$ cat config.mk
export PLATFORM = sky130hd
export DESIGN_NAME = phase_seq_top
export DESIGN_NICKNAME = d
export VERILOG_FILES = /design/src/rtl/seq_pkg.sv /design/src/rtl/seq_ctrl.sv /design/src/rtl/seq_datapath.sv /design/src/rtl/phase_seq_top.sv
export SDC_FILE = /design/constraint.sdc
export NUM_CORES = 1
export LEC_CHECK = 0
export ABC_AREA = 1
export BUFFER_PORTS_ARGS = -buffer_cell sky130_fd_sc_hd__buf_2
export CAP_MARGIN = 10
export CORE_AREA = 4 4 41 43
export CTS_BUF_LIST = sky130_fd_sc_hd__clkbuf_8 sky130_fd_sc_hd__clkbuf_16
export CTS_CLUSTER_SIZE = 10
export DETAILED_ROUTE_END_ITERATION = 8
export DIE_AREA = 0 0 45 47
export GPL_ROUTABILITY_DRIVEN = 0
export PLACE_DENSITY_LB_ADDON = 0.15
export SETUP_SLACK_MARGIN = 0.1
export SYNTH_ARGS = -nofsm -noshare
export SYNTH_HDL_FRONTEND = slang
export SYNTH_SLANG_ARGS = --single-unit
$ cat constraint.sdc
create_clock -name clk -period 0.8 [get_ports clk]
set_clock_uncertainty 0.05 [all_clocks]
set_input_delay 0.04 -clock clk [delete_from_list [all_inputs] [get_ports clk]]
set_output_delay 0.04 -clock clk [all_outputs]
set_load 0.02 [all_outputs]
$ cat src/rtl/seq_pkg.sv
package seq_pkg;

  // Strobes handed from the control to the output datapath, decoded
  // from the value the state register takes at the coming edge.
  typedef struct packed {
    logic loadPh1;
    logic loadPh2;
    logic loadHome;
  } seqStrobe_t;

endpackage

$ cat src/rtl/seq_ctrl.sv
module seq_ctrl
  import seq_pkg::*;
#(
  parameter int NUM_STATES = 4,
  parameter int PH1_STATE  = 1,
  parameter int PH2_STATE  = 3,
  localparam int SW = NUM_STATES - 1
) (
  input  logic          clk,
  input  logic          rstN,
  output logic [SW-1:0] stateVec,
  output seqStrobe_t    strobe
);

  localparam logic [SW-1:0] PH1_CODE = SW'(1) << (PH1_STATE - 1);
  localparam logic [SW-1:0] PH2_CODE = SW'(1) << (PH2_STATE - 1);

  logic [SW-1:0] stateQ;
  logic [SW-1:0] stateD;

  // First stage refills only when the whole chain is empty.
  assign stateD[0] = ~|stateQ;

  // The remaining stages form a plain shift chain, so surplus ones
  // are pushed out of the top bit.
  generate
    for (genvar i = 1; i < SW; i++) begin : g_chain
      assign stateD[i] = stateQ[i-1];
    end
  endgenerate

  always_ff @(posedge clk or negedge rstN) begin
    if (!rstN) stateQ <= '0;
    else       stateQ <= stateD;
  end

  always_comb begin
    strobe          = '0;
    strobe.loadPh1  = (stateD == PH1_CODE);
    strobe.loadPh2  = (stateD == PH2_CODE);
    strobe.loadHome = (stateD == '0);
  end

  assign stateVec = stateQ;

endmodule

$ cat src/rtl/seq_datapath.sv
module seq_datapath
  import seq_pkg::*;
(
  input  logic       clk,
  input  logic       rstN,
  input  seqStrobe_t strobe,
  output logic       phi1,
  output logic       phi2,
  output logic       homePulse
);

  logic phi1Q;
  logic phi2Q;
  logic homeQ;

  always_ff @(posedge clk or negedge rstN) begin
    if (!rstN) begin
      phi1Q <= 1'b0;
      phi2Q <= 1'b0;
      homeQ <= 1'b1;
    end else begin
      phi1Q <= strobe.loadPh1;
      phi2Q <= strobe.loadPh2;
      homeQ <= strobe.loadHome;
    end
  end

  assign phi1      = phi1Q;
  assign phi2      = phi2Q;
  assign homePulse = homeQ;

endmodule

$ cat src/rtl/phase_seq_top.sv
module phase_seq_top
  import seq_pkg::*;
#(
  parameter int NUM_STATES = 4,
  localparam int SW = NUM_STATES - 1
) (
  input  logic          clk,
  input  logic          rstN,
  output logic          phi1,
  output logic          phi2,
  output logic          homePulse,
  output logic [SW-1:0] stateVec
);

  seqStrobe_t strobe;

  seq_ctrl #(
    .NUM_STATES(NUM_STATES),
    .PH1_STATE (1),
    .PH2_STATE (NUM_STATES - 1)
  ) u_ctrl (
    .clk     (clk),
    .rstN    (rstN),
    .stateVec(stateVec),
    .strobe  (strobe)
  );

  seq_datapath u_dp (
    .clk      (clk),
    .rstN     (rstN),
    .strobe   (strobe),
    .phi1     (phi1),
    .phi2     (phi2),
    .homePulse(homePulse)
  );

endmodule

==> impl_metrics.csv <==
group,metric,value,unit
status,status,"complete, but fails checks",
status,violations,"setup timing",
grt,grt_max_degree,7,
pwr,p_leak,0.1805,nW
grt,grt_usage,0.06037,
synth,ys_seq_area_frac,0.7610,
critical_path,critPathTopFamily,"flip-flops",
grt,use_met3,0.06897,
clocking,cts-root-buf,"clkbuf_8",
layout,antenna_cells,0,
routing,initialDrtViolationCount,2,
routing,drt-total-wl,423,µm
layout,area_delta_synth_final,93.08,%
sta,worst_slew_pin_slew,0.1604,ns
clocking,cts_tree,"done",
synth,synth_cells,16,
layout,nets,32,
sta,rsz0062_at_grt,"yes",
sta,clock.fmax,1.075,GHz
critical_path,worst_setup_path_end_kind,"output pin",
sta,finalWorstSetupSlack,-0.1306,ns
grt,use_met1,0.05774,
critical_path,worstPathMaxFanout,1,
pwr,power_density,2033,nW/µm²
routing,via_per_inst,3.386,
synth,synth_area_leaders,"dfrtp_1 63%, dfstp_2 13%, buf_4 7.5%",
synth,ys_warn_count,0,
routing,routed-via-count,149,
clocking,cts_sinks,6,
grt,antenna_found_initial,0,
layout,utilization,0.2952,
grt,grt_pass1_wl,759,µm
sta,report.final.slew_viol_count,0,
floorplan,initial_core_util,0.1529,
synth,synth_top_cell_by_area,"dfrtp_1",
floorplan,num_io_pins,8,
floorplan,fp.dieW,45,µm
placed_design,dpl.hpwl,269.1,µm
floorplan,die_h,47,µm
sta,setup_viol,9,
synth,syn_area_per_cell,12.43,µm²
routing,ant_nets,0,
grt,grt.busiest_layer,"met2",
layout,fin_area,384.1,µm²
layout,multi_input_area,41.29,µm²
placed_design,post-place-ws,0.06452,ns
routing,wl_per_cell,9.614,µm
critical_path,critPathArrivalTime,0.84,ns
clocking,h-tree-depth,1,
synth,ys_ff_latch,6,
sta,hold_viol,0,
grt,grt_overflow,0,
clocking,clk_path_buf_depth,2,
synth,synth_top_area_frac,0.6289,
synth,synth_cell_types,7,
sta,relSlewSlack,0.8931,
critical_path,critical_path.cell_chain,"buf_6",
clocking,clk_latency,0.22,ns
critical_path,startpoint_type,"flip-flop",
grt,first_global_vias,177,
pwr,ir_drop,0.001013,V
synth,synthesis.nets,18,
routing,dr.pass1.iters,2,
clocking,clk_pin_slew,0.04,ns
clocking,numCtsBuffers,3,
floorplan,fp.dieArea,2115,µm²
routing,drc_errors,0,
critical_path,cp.required,0.71,ns
critical_path,cp_slowest_cell,"dfstp_2",
sta,min_period,0.9306,ns
floorplan,num_rows,13,
job,cap_violations,0,
sta,fin_crit_sh,1.163,
placed_design,port_buffers,7,
critical_path,worstSetupPathType,"reg -> out",
critical_path,cp_num_buf_inv,1,
floorplan,core,1301,µm²
hold_path,hold_path.class,"in -> async",
layout,fill_cells,145,
placed_design,place_area,239.0,µm²
grt,gr-usage-met2,0.07627,
critical_path,cp_slowest_stage_delay,0.51,ns
synth,syn-cell-area,198.9,µm²
layout,drive_gt1_frac,0.7241,
layout,final-seq-area,152.6,µm²
-- path summary, 6_finish.rpt --
kind | startpoint | end | slack [ns] | cells past startpoint
max | u_dp.homePulse$_DFF_PN1_ | homePulse | -0.13 | 1
min | rstN | u_ctrl.stateVec[2]$_DFF_PN0_ | 0.13 | 2
max reg2reg | u_ctrl.stateVec[1]$_DFF_PN0_ | u_ctrl.stateVec[0]$_DFF_PN0_ | -0.03 | 4
min reg2reg | u_ctrl.stateVec[1]$_DFF_PN0_ | u_ctrl.stateVec[2]$_DFF_PN0_ | 0.47 | 1
max in group asynchronous | rstN | u_dp.homePulse$_DFF_PN1_ | 0.35 | 2
min in group clk | u_ctrl.stateVec[1]$_DFF_PN0_ | u_ctrl.stateVec[2]$_DFF_PN0_ | 0.47 | 1
-- power by group --
group	switching [mW]	internal, mW	leakage [nW]	total, mW
registers	0	0.305	0.0697	0.305
clock network	0.134	0.330	0.0269	0.464
logic	0.00619	0.00498	0.0839	0.0112
total	0.141	0.640	0.181	0.781
-- timing repair --
| item | CTS | global route |
|---|---|---|
| hold buffers | 1 | 0 |
| endpoints found under the hold margin | 6 | 0 |
| endpoints found under the setup margin | 9 | 11 |
| resized for setup | 16 | 5 |
| pin swaps | 2 | 2 |
| buffers inserted | 3 | 0 |
-- placed cells by master, fill, tap and decap left out, drive strengths merged --
| cell type | n |
|---|---|
| dfrtp | 5 |
| dfstp | 1 |
| buf | 10 |
| nand2 | 1 |
| nor2 | 4 |
| dlygate4sd3 | 1 |
| clkbuf | 3 |
| inv | 4 |
-- Yosys cell counts --
cell / instances
inv_1: 2
buf_4: 2
inv_2: 1
nor2_1: 4
dfrtp_1: 5
nand2_2: 1
dfstp_2: 1
-- stage by stage --
stage / power [mW] / hold WS [ns] / std cells / TNS [ns]
after global routing: 0.8406 / 0.1404 / 44 / -0.6896
after floorplan: 0.3091 / -0.3056 / 16 / 0
after global placement: 0.3168 / -0.1803 / 36 / 0
after detailed placement: 0.3171 / -0.1776 / 36 / 0
after CTS: 0.8036 / 0.1273 / 44 / -0.4588
final: 0.7808 / 0.1262 / 44 / -0.3819
-- cells by family (layout without fill, tap and decap cells) --
kind of cell | Yosys count | in the layout | synth area share
flops | 6 | 6 | 0.7610
buf+inv | 5 | 18 | 0.1320
simple gates | 5 | 5 | 0.1069
-- metal layers --
metal | vias to the layer above | share of wire
met5 | - | 0
met4 | 0 | 0
met3 | 0 | 0.15
met2 | 9 | 0.48
met1 | 70 | 0.37
li1 | 70 | -
-- state kept, by name, summed over array words and instances (netlist names) --
name,count
u_dp.phi1,1
u_ctrl.stateVec,3
u_dp.phi2,1
u_dp.homePulse,1
-- final cells by class --
type                       count  area share
sequential                     6      0.3974
tap                           15     0.04886
timing repair buffer          11      0.2932
inverter                       3     0.03583
multi-input combinational      5      0.1075
clock buffer                   3      0.1075
clock inverter                 1    0.009772
No activity file was read; power rests on OpenSTA's default activity.
